[src/rtl/i2c_byte_flag_ctl.sv]
module i2c_byte_flag_ctl #(
  parameter int AW = 7
) (
  input  logic          clk,
  input  logic          rst_n,
  input  logic          en,
  input  logic          soft_rst,
  input  logic          ack_clk_mode,
  input  logic          wait_int_en,
  input  logic          multi_addr_en,
  input  logic          free_format,
  input  logic [AW-1:0] own_addr0,
  input  logic [AW-1:0] own_addr1,
  input  logic [AW-1:0] own_addr2,
  input  logic          slave_rx,
  input  logic          addr_phase,
  input  logic          arb_lost,
  input  logic [AW-1:0] rx_addr,
  input  logic          ev_addr_sent,
  input  logic          ev_tx_done,
  input  logic          ev_rx8,
  input  logic          ev_rx9,
  input  logic          wr_data,
  input  logic          wr_ctrl,
  input  logic          scl_in,
  input  logic          sda_in,
  output logic          pend_n,
  output logic          irq,
  output logic          scl_hold,
  output logic          bus_busy
);

  logic off;
  assign off = !en || soft_rst;

  logic hit0, hit1, hit2, gcall, hit_sel, hit_any;
  assign hit0    = rx_addr == own_addr0;
  assign hit1    = rx_addr == own_addr1;
  assign hit2    = rx_addr == own_addr2;
  assign gcall   = rx_addr == '0;
  assign hit_sel = hit0 || (multi_addr_en && (hit1 || hit2));
  assign hit_any = hit0 || hit1 || hit2 || gcall;

  logic rx_done, data_rx, wait_ev, addr_ok, tx_ev, fall;
  assign rx_done = ack_clk_mode ? ev_rx9 : ev_rx8;
  assign data_rx = rx_done && !addr_phase;
  assign wait_ev = wait_int_en && ev_rx8 && !addr_phase;
  assign addr_ok = slave_rx && addr_phase && rx_done &&
                   (free_format || hit_sel || gcall);
  assign tx_ev   = ev_addr_sent || ev_tx_done;
  assign fall    = tx_ev || data_rx || wait_ev || addr_ok;

  logic wait_flg, no_hold, release_wr, lost_nomatch;
  assign release_wr   = wr_data || (wr_ctrl && wait_int_en && wait_flg);
  assign lost_nomatch = tx_ev && arb_lost && !free_format && !hit_any;

  always_ff @(posedge clk or negedge rst_n) begin
    if (!rst_n) begin
      pend_n   <= 1'b1;
      irq      <= 1'b0;
      wait_flg <= 1'b0;
      no_hold  <= 1'b0;
    end else if (off) begin
      pend_n   <= 1'b1;
      irq      <= 1'b0;
      wait_flg <= 1'b0;
      no_hold  <= 1'b0;
    end else begin
      irq <= fall;
      if (fall) begin
        pend_n  <= 1'b0;
        no_hold <= lost_nomatch;
        if (wait_ev) wait_flg <= 1'b1;
      end else if (release_wr) begin
        pend_n  <= 1'b1;
        no_hold <= 1'b0;
        if (wr_ctrl) wait_flg <= 1'b0;
      end
    end
  end

  assign scl_hold = !pend_n && !no_hold;

  logic [1:0] scl_sync, sda_sync;
  logic       scl_q, sda_q, start_c, stop_c;

  always_ff @(posedge clk or negedge rst_n) begin
    if (!rst_n) begin
      scl_sync <= 2'b11;
      sda_sync <= 2'b11;
      scl_q    <= 1'b1;
      sda_q    <= 1'b1;
    end else begin
      scl_sync <= {scl_sync[0], scl_in};
      sda_sync <= {sda_sync[0], sda_in};
      scl_q    <= scl_sync[1];
      sda_q    <= sda_sync[1];
    end
  end

  assign start_c = scl_sync[1] && scl_q && sda_q && !sda_sync[1];
  assign stop_c  = scl_sync[1] && scl_q && !sda_q && sda_sync[1];

  always_ff @(posedge clk or negedge rst_n) begin
    if (!rst_n)       bus_busy <= 1'b0;
    else if (off)     bus_busy <= 1'b0;
    else if (start_c) bus_busy <= 1'b1;
    else if (stop_c)  bus_busy <= 1'b0;
  end

endmodule


[config.mk]
export PLATFORM = sky130hd
export DESIGN_NAME = i2c_byte_flag_ctl
export DESIGN_NICKNAME = d
export VERILOG_FILES = /design/src/rtl/i2c_byte_flag_ctl.sv
export SDC_FILE = /design/constraint.sdc
export NUM_CORES = 1
export LEC_CHECK = 0
export BUFFER_PORTS_ARGS = -buffer_cell sky130_fd_sc_hd__buf_4
export CAP_MARGIN = 30
export CORE_ASPECT_RATIO = 1.25
export CORE_UTILIZATION = 40
export DETAILED_ROUTE_END_ITERATION = 10
export HOLD_SLACK_MARGIN = 0.15
export PLACE_DENSITY = 0.81
export SETUP_SLACK_MARGIN = 0.4
export SLEW_MARGIN = 20
export SYNTH_ARGS = -nofsm -noshare
export SYNTH_HDL_FRONTEND = slang
export SYNTH_SLANG_ARGS = --single-unit
[constraint.sdc]
create_clock -name clk -period 1.2 [get_ports clk]
set_clock_uncertainty 0.15 [all_clocks]
set_input_delay 0.36 -clock clk [delete_from_list [all_inputs] [get_ports clk]]
set_output_delay 0.36 -clock clk [all_outputs]
set_load 0.1 [all_outputs]
==> results of run 1 <==
==> power groups by stage <==
stage / logic, W / clock network [W] / registers (W)
3_5_place_dp: 0.000363 / 0 / 0.000418
4_1_cts: 0.000394 / 0.000247 / 0.000415
6_report: 0.000413 / 0.000241 / 0.000415
2_1_floorplan: 0.000135 / 0 / 0.000455
3_3_place_gp: 0.000356 / 0 / 0.000417
5_1_grt: 0.000441 / 0.000262 / 0.000417
==> flip-flops by register name (all words and copies together) (netlist names) <==
signal and cells:
no_hold 1, bus_busy 1, sda_q 1, scl_q 1
wait_flg 1, pend_n 1, irq 1, sda_sync 2
scl_sync 2
==> worst paths after layout <==
path,start,to,cells after the start
worst min register to register,scl_sync[0],scl_sync[1],0
max in group asynchronous,rst_n,scl_sync[0],1
worst max-delay path,pend_n,scl_hold,2
worst max register to register,wait_flg,no_hold,3
min in group clk,scl_in,scl_sync[0],1
worst min-delay path,rst_n,bus_busy,1
==> cells by family (layout without fill, tap and decap cells) <==
logic type	count (synthesis)	count (layout)	share of synthesized area (%)
AO/OA/AOI/OAI	16	16	19.7
multiplexers	1	1	2.03
XOR/XNOR	21	21	24.9
AND/OR/NAND/NOR	18	18	13.9
flip-flops	11	11	38.5
buffers and inverters	2	63	1.02
==> cells in the mapped netlist, drive strengths merged <==
cell / instances
nand2b: 1
nand2: 2
and3: 3
and2: 1
nor3: 1
nand3: 3
a2111oi: 1
o2bb2ai: 1
o211a: 1
nor2: 2
a22oi: 1
nand4: 3
o41ai: 1
o21bai: 1
a311oi: 1
o21ba: 1
a21oi: 4
o22ai: 1
a21o: 1
dfstp: 7
nor4: 2
clkinv: 1
mux2: 1
dfrtp: 4
xnor2: 18
xor2: 3
inv: 1
o21ai: 2
==> through the flow <==
| step | setup slack [ps] | cell area, sq um |
|---|---|---|
| 2_1_floorplan | -377 | 764 |
| 3_3_place_gp | -498 | 1210 |
| 3_5_place_dp | -553 | 1210 |
| 4_1_cts | -435 | 1310 |
| 5_1_grt | -448 | 1360 |
| 6_report | -424 | 1360 |
==> timing repair <==
item                       CTS  global route
gates resized for setup     16             9
hold endpoints to repair    13            13
buffers inserted             0             1
pin swaps                    1             1
cloned                       0             0
setup endpoints to repair    9             9
==> cell type report <==
type | instances | share of cell area, %
multi-input combinational | 56 | 37.4
timing repair buffer | 57 | 36.7
sequential | 11 | 21.7
clock buffer | 4 | 1.93
tap | 19 | 1.75
inverter | 2 | 0.551
==> worst max-delay path: cells and delay by family (launching register included) <==
kind                   cells  cell delay (ps)
buffers and inverters      1              160
and+or+nand+nor            1               50
DFF                        1              650
==> cell usage in the layout, fill, tap and decap left out, types with 2 or more instances in the layout <==
master and n:
buf_4 46, xnor2_1 14, buf_6 7, dfstp_2 6, xnor2_2 4, xor2_1 3, nand4_1 3, a21oi_1 3
nand3_1 3, clkbuf_4 3, buf_12 3, and3_4 2, nor4_1 2, dfrtp_4 2, dfrtp_1 2
==> per-layer routing <==
| layer | wire [um] | global-route usage (%) | vias up |
|---|---|---|---|
| met3 | 154 | 6.31 | 0 |
| li1 | - | - | 374 |
| met5 | 0 | 0 | - |
| met4 | 0 | 3.33 | 0 |
| met2 | 1250 | 41.5 | 31 |
| met1 | 634 | 19.8 | 350 |
==> flow_metrics.tcl, run 1 <==
set metrics [dict create \
    cts_tree "done" \
    portBuffers 50 \
    htreeDepth 1 \
    seq_area_frac_synth_pct 38.5 \
    slew_viol_final 0 \
    grt_pass1_vias 769 \
    fin_util_pct 78.0 \
    ys_types 30 \
    power_w 0.00107 \
    synth_nets 116 \
    core-area_sq_mm 0.00174 \
    io-pin-count 51 \
    rrSetupSlack_ps -50 \
    layout.cells.non_filler 149 \
    viasPerCell 5.07 \
    clk_pin_slew_ps 70 \
    p_leak_nw 0.625 \
    outcome "complete, but fails checks" \
    p_int_w 0.000759 \
    period_minus_slack_ps 1620 \
    switching_share_pct 29.0 \
    antenna_found_initial 0 \
    ant_nets 0 \
    synthToLayoutAreaGrowth_pct 84.4 \
    grt_pass1_wl_um 3010 \
    gr-usage-all-layers_pct 21.3 \
    grt_max_degree 12 \
    setup_slack_ps -424 \
    num_rows 17 \
    worstSkewPairLatency_ps 260 \
    drc 0 \
    dr_total_vias 755 \
    synth_warnings 0 \
    overflow 0 \
    hold_ws_ps -239 \
    dp_cells 144 \
    drive_gt1_share_pct 63.8 \
    hpwl_um 1620 \
    combPwrFrac_pct 38.7 \
    num-nets-final 178 \
    routedWlPerCell_um 13.7 \
    rsz0062_at_grt "true" \
    crit_arrival_ps 1110 \
    synth.avg_cell_area_sq_um 10.7 \
    slowest_stage "dfstp_4" \
    setup_tns_ps -2130 \
    max_cap_viol_count 0 \
    synth_top_area_cell "dfstp_2" \
    crit_chain "nor2_4 -> buf_12" \
    powerDensity_mw_per_mm2 785 \
    ys_ff_latch 11 \
    multi_input_area_sq_um 509 \
    diodes 0 \
    switchingPower_w 0.000310 \
    violations "hold timing, setup timing" \
    max_stage_delay_ps 650 \
    clockPowerShare_pct 22.5 \
    fp.dieH_um 50.0 \
    setup_viol 8 \
    clock_sinks 11 \
    fp.dieArea_sq_mm 0.00202 \
    cts_made_buffers 3 \
    clockBufferDepth 2 \
    die-width_um 40.4 \
    clockRootBuffer "clkbuf_4" \
    drt_iter0_markers 4 \
    max_slew_margin_pct 76.1 \
    fillers 127 \
    gp_congestion 0.696 \
    worst_pin_slew_ps 359 \
    cp-start-kind "flip-flop" \
    fin_crit_sh_pct 135 \
    vdd_drop_max_v 0.000960 \
    cp-end-kind "output pin" \
    required_ps 690 \
    yosysTopAreaCellShare_pct 24.9 \
    seq_power_share_pct 38.8 \
    synth_area_leaders "dfstp_2, xnor2_1, dfrtp_1" \
    worst-setup-path-type "flip-flop to output pin" \
    clock.fmax_mhz 616 \
    drt-total-wl_um 2040 \
    hp-class "input pin to async pin" \
    initial_core_util_pct 42.3 \
    drt-pass1-iter-count 4 \
    hold_violations 11 \
    synthCells 69 \
    crit_fanout 3 \
    seq_area_sq_um 295 \
    synth_area_sq_um 738 \
]
No activity file was read; power rests on OpenSTA's default activity.
==> run 2: changes to the inputs <==
--- a/config.mk
+++ b/config.mk
@@ -5,13 +5,14 @@
 export SDC_FILE = /design/constraint.sdc
 export NUM_CORES = 1
 export LEC_CHECK = 0
+export ABC_AREA = 1
 export BUFFER_PORTS_ARGS = -buffer_cell sky130_fd_sc_hd__buf_4
 export CAP_MARGIN = 30
 export CORE_ASPECT_RATIO = 1.25
-export CORE_UTILIZATION = 40
+export CORE_UTILIZATION = 42
 export DETAILED_ROUTE_END_ITERATION = 10
 export HOLD_SLACK_MARGIN = 0.15
-export PLACE_DENSITY = 0.81
+export PLACE_DENSITY = 0.82
 export SETUP_SLACK_MARGIN = 0.4
 export SLEW_MARGIN = 20
 export SYNTH_ARGS = -nofsm -noshare
==> run 2 against run 1 <==
- the flow still finishes with violations (hold timing, setup timing)
- routed wire length increased by 31%
- largest cell class is now non-clock buffers
- total power is 5.4% higher
- critical path type unchanged
- flip-flop and latch count did not move
- clock-buffer cell count unchanged
- register-to-register slack better by 90 ps
- largest power group is now combinational cells
- non-clock buffer count up 10
- global-route usage grew 4.4 points
==> flow_metrics.tcl, run 2 <==
set metrics [dict create \
    outcome "complete, but fails checks" \
    violations "hold timing, setup timing" \
    synthFlopType "dfstp_2" \
    worstSkewPairLatency_ps 270 \
    hold_violations 11 \
    p_leak_nw 0.846 \
    clock.fmax_mhz 612 \
    required_ps 690 \
    overflow 0 \
    crit_path_start "pend_n" \
    antenna_found_initial 0 \
    seq_area_frac_synth_pct 34.6 \
    synth_warnings 0 \
    vdd_drop_max_v 0.000507 \
    io-pin-count 51 \
    core-area_sq_mm 0.00181 \
    max_cap_viol_count 0 \
    worst_pin_slew_ps 327 \
    cts_made_buffers 3 \
    powerDensity_mw_per_mm2 702 \
    fin_crit_sh_pct 136 \
    setup_viol 8 \
    diodes 0 \
    ys_types 20 \
    grt_max_degree 12 \
    async_flop_share_pct 100 \
    hp-class "input pin to async pin" \
    drt-total-wl_um 2670 \
    largestRegisters "scl_sync x2, sda_sync x2" \
    fp.dieArea_sq_mm 0.00214 \
    clockBufferDepth 2 \
    yosysTopAreaCellShare_pct 22.4 \
    clock_sinks 11 \
    yosysMostFrequentCell "nand2_1" \
    max_slew_margin_pct 78.0 \
    die-width_um 41.5 \
    cp-start-kind "flip-flop" \
    dr_total_vias 1041 \
    crit_arrival_ps 1130 \
    fin_util_pct 88.8 \
    synthCells 120 \
    synth.avg_cell_area_sq_um 6.84 \
    routedWlPerCell_um 12.7 \
    num-nets-final 239 \
    htreeDepth 1 \
    rsz0062_at_grt "true" \
    setup_slack_ps -435 \
    synth_top_area_cell "dfstp_2" \
    power_w 0.00113 \
    initial_core_util_pct 45.4 \
    worst-setup-path-type "flip-flop to output pin" \
    final_cell_mix "buf_4, nand2_1, nor2_1" \
    viasPerCell 4.96 \
    hpwl_um 1750 \
    drt-pass1-iter-count 4 \
    synth_nets 167 \
    ant_nets 0 \
    cts_tree "done" \
    drt_iter0_markers 8 \
    reg2reg_from "wait_flg" \
    gr-usage-all-layers_pct 25.7 \
    crit_fanout 3 \
    setup_tns_ps -1990 \
    drc 0 \
    layout_commonest_cell "buf_4" \
    pre_cts_slack_ps -492 \
    clockRootBuffer "clkbuf_4" \
    grt_pass1_vias 1074 \
    hold_ws_ps -247 \
    dp_cells 201 \
    drive_gt1_share_pct 59.7 \
    clk_pin_slew_ps 70 \
    synthToLayoutAreaGrowth_pct 95.6 \
    fillers 99 \
    layout.cells.non_filler 210 \
    synth_edf_count 0 \
    period_minus_slack_ps 1640 \
    synth_area_sq_um 821 \
    num_rows 17 \
    cp-end-kind "output pin" \
    fp.dieH_um 51.4 \
    slew_viol_final 0 \
    synthTopCellsByCount "nand2_1, inv_1, nor2_1" \
    gp_congestion 0.706 \
    portBuffers 50 \
    grt_pass1_wl_um 4110 \
    ys_ff_latch 11 \
    synth_area_leaders "dfstp_2, nand2_1, dfrtp_1" \
]
## run 2: cell count changes in the layout (fill, tap and decap cells not counted), moves of 3 or more
cell     previous run  this run
nor2_2              0         3
nand2_1             1        32
xnor2_1            14         4
nand3_2             0         5
nand2_2             1         6
buf_6               7        10
xor2_1              3         7
nand4_1             3         0
inv_1               1         9
nor2_1              1        14
buf_4              46        51
inv_2               0         8
## run 2: report_power, final
part	total [W]	leakage (nW)	switching (W)	internal [W]
sequential	0.000414	0.125	0.0000136	0.000401
combinational	0.000462	0.706	0.000221	0.000242
clock	0.000250	0.0150	0.000122	0.000129
## run 2: timing repair
item / CTS / global route
endpoints found under the hold margin: 13 / 13
setup buffers: 4 / 1
pin swaps: 24 / 14
gates resized for setup: 40 / 12
setup endpoints to repair: 9 / 9
## run 2: worst max-delay path: stages (launching register included)
cell     delay, ps
dfstp_4        650
nor2_4          40
buf_12         160
## run 2: path summary, 6_finish.rpt
path	slack [ps]	to	cells after the start
worst max-delay path	-440	scl_hold	2
worst min-delay path	-250	irq	1
worst max register to register	40	wait_flg	7
worst min register to register	200	sda_sync[1]	0
max in group asynchronous	920	scl_q	1
min in group clk	50	sda_sync[0]	1
## run 2: per-stage QoR
stage	cell area, sq um	hold WS [ps]
floorplan	852	-85.6
global placement	1340	43.6
detailed placement	1340	44.0
CTS	1560	-245
global route	1610	-250
finish	1610	-247
## run 2: logic make-up after synthesis
kind of cell	synth area share (%)
AOI/OAI and AO/OA	3.96
buffers and inverters	8.23
DFF	34.6
and+or+nand+nor	37.2
xor gates and xnor gates	16.0
## run 2: final cells by class
type	count	area, sq um	share of cell area (%)
multi-input combinational	91	582	36.2
tap	19	23.8	1.48
clock buffer	4	26.3	1.64
sequential	11	295	18.4
inverter	18	72.6	4.52
timing repair buffer	67	606	37.7
## run 2: metal layers
metal / global-route usage, % / wire length [um] / vias to the layer above / part of all wire [%]
li1: - / - / 505 / -
met1: 21.8 / 873 / 487 / 33
met2: 53.1 / 1580 / 43 / 59
met3: 4.59 / 135 / 6 / 5.1
met4: 15.6 / 72 / 0 / 2.7
met5: 0 / 0 / - / 0
==> run 3: changes to the inputs <==
--- a/config.mk
+++ b/config.mk
@@ -9,7 +9,9 @@
 export BUFFER_PORTS_ARGS = -buffer_cell sky130_fd_sc_hd__buf_4
 export CAP_MARGIN = 30
 export CORE_ASPECT_RATIO = 1.25
+export CORE_MARGIN = 2
 export CORE_UTILIZATION = 42
+export CTS_CLUSTER_SIZE = 16
 export DETAILED_ROUTE_END_ITERATION = 10
 export HOLD_SLACK_MARGIN = 0.15
 export PLACE_DENSITY = 0.82
==> run 3 against run 2 <==
- the run still ends with hold timing, setup timing left
- die area grew 8.9%
- global-route usage shrank 2.4 points
- routed wire length grew 3.2%
- register-to-register slack gained 50 ps
- sequential share of layout area is essentially flat
- flip-flop and latch count is the same
- via count grew 0.67%
- setup slack gained 18 ps
- non-clock buffer count shrank 1
- combinational power is essentially flat
- critical path type unchanged
- largest cell class unchanged
- highest routed layer unchanged
==> flow_metrics.tcl, run 3 (same netlist as run 2, synthesis figures left out) <==
set metrics [dict create \
    outcome "complete, but fails checks" \
    violations "hold timing, setup timing" \
    grt_pass1_wl_um 4060 \
    drt_iter0_markers 7 \
    layout_commonest_cell "buf_4" \
    max_stage_delay_ps 650 \
    crit_chain "nor2_4 -> buf_12" \
    fp.dieArea_sq_mm 0.00233 \
    wl_met2_um 1620 \
    cts_made_buffers 3 \
    hp-class "input pin to async pin" \
    core-area_sq_mm 0.00181 \
    clk_pin_slew_ps 70 \
    powerDensity_mw_per_mm2 693 \
    crit_arrival_ps 1110 \
    fin_crit_sh_pct 135 \
    ant_nets 0 \
    drc 0 \
    crit_buf_inv 1 \
    drive_gt1_share_pct 60.0 \
    slowest_stage "dfstp_4" \
    drt-total-wl_um 2750 \
    largestRegisters "scl_sync x2, sda_sync x2" \
    slew_viol_final 0 \
    period_minus_slack_ps 1620 \
    initial_core_util_pct 45.4 \
    dr_total_vias 1048 \
    clockRootBuffer "clkbuf_4" \
    p_leak_nw 0.841 \
    gr-usage-all-layers_pct 23.3 \
    htreeDepth 1 \
    clockBufferDepth 2 \
    required_ps 690 \
    top_layer "met4" \
    viasPerCell 5.01 \
    wl_met1_um 837 \
    setup_slack_ps -417 \
    fin_util_pct 88.7 \
    overflow 0 \
    rsz0062_at_grt "true" \
    r2r_cells 3 \
    vdd_drop_max_v 0.000526 \
    cpLargestDelayFamily "flip-flops" \
    hpwl_um 1830 \
    wl_met3_um 150 \
    synthToLayoutAreaGrowth_pct 95.4 \
    fp.dieH_um 53.4 \
    portBuffers 50 \
    hold_violations 11 \
    num_rows 17 \
    clock_sinks 11 \
    cp-start-kind "flip-flop" \
    cp-end-kind "output pin" \
    diodes 0 \
    antenna_found_initial 0 \
    die-width_um 43.5 \
    grt_pass1_vias 1076 \
    max_cap_viol_count 0 \
    max_slew_margin_pct 80.5 \
    cts_tree "done" \
    setup_viol 8 \
    grt_max_degree 12 \
    worstSkewPairLatency_ps 260 \
    power_w 0.00111 \
    crit_fanout 3 \
    final_cell_mix "buf_4, nand2_1, nor2_1" \
    worst_pin_slew_ps 291 \
    routedWlPerCell_um 13.2 \
    crit_cells 2 \
    hold_ws_ps -234 \
    clock.fmax_mhz 618 \
    io-pin-count 51 \
    num-nets-final 238 \
    gp_congestion 0.731 \
    drt-pass1-iter-count 7 \
    worst-setup-path-type "flip-flop to output pin" \
]
run 3: cell count changes in the layout (fill, tap and decap cells not counted), sizes merged:
cell    previous run  this run
buf               67        66
clkinv             1         0
inv               17        18
run 3: worst reg2reg max path, stage by stage (launching register included):
cell and delay, ps:
dfstp_2 570, nand2_1 70, o21ai_2 140, a21oi_2 60
run 3: area by class of cell:
type	instances	area, sq um
clock buffer	4	26.3
fill	83	204
inverter	18	70.1
multi-input combinational	91	581
sequential	11	295
tap	19	23.8
timing repair buffer	66	608
run 3: report_power, final:
part | switching (W) | total (W) | leakage [nW] | internal (W)
combinational | 0.000220 | 0.000461 | 0.701 | 0.000241
clock | 0.000109 | 0.000237 | 0.0150 | 0.000128
sequential | 0.0000133 | 0.000414 | 0.125 | 0.000400
total | 0.000343 | 0.00111 | 0.841 | 0.000769
run 3: repair_timing:
item / 4_1_cts / 5_1_grt
pin swaps: 25 / 21
resized for setup: 36 / 19
endpoints found under the hold margin: 13 / 13
setup buffers: 3 / 2
setup endpoints to repair: 9 / 10
gates cloned: 0 / 0
run 3: worst paths after layout:
kind / from / end / slack (ps)
hold reg to reg: sda_sync[0] / sda_sync[1] / 200
setup / recovery: pend_n / scl_hold / -420
max in group asynchronous: rst_n / sda_sync[0] / 900
hold / removal: rst_n / irq / -230
min in group clk: sda_in / sda_sync[0] / 60
setup reg to reg: sda_sync[1] / bus_busy / 90
run 3: through the flow:
stage	cell area [sq um]	setup slack, ps	TNS (ps)	instances
floorplan	852	-377	-1060	120
global placement	1330	-447	-1970	200
detailed placement	1330	-493	-2130	200
CTS	1520	-421	-1840	207
global route	1600	-446	-2610	209
finish	1600	-417	-2300	209
run 3: metal layers:
metal	track usage (%)	vias up
li1	-	508
met1	20.3	473
met2	50.2	53
met3	3.75	14
met4	8.08	0
met5	0	-
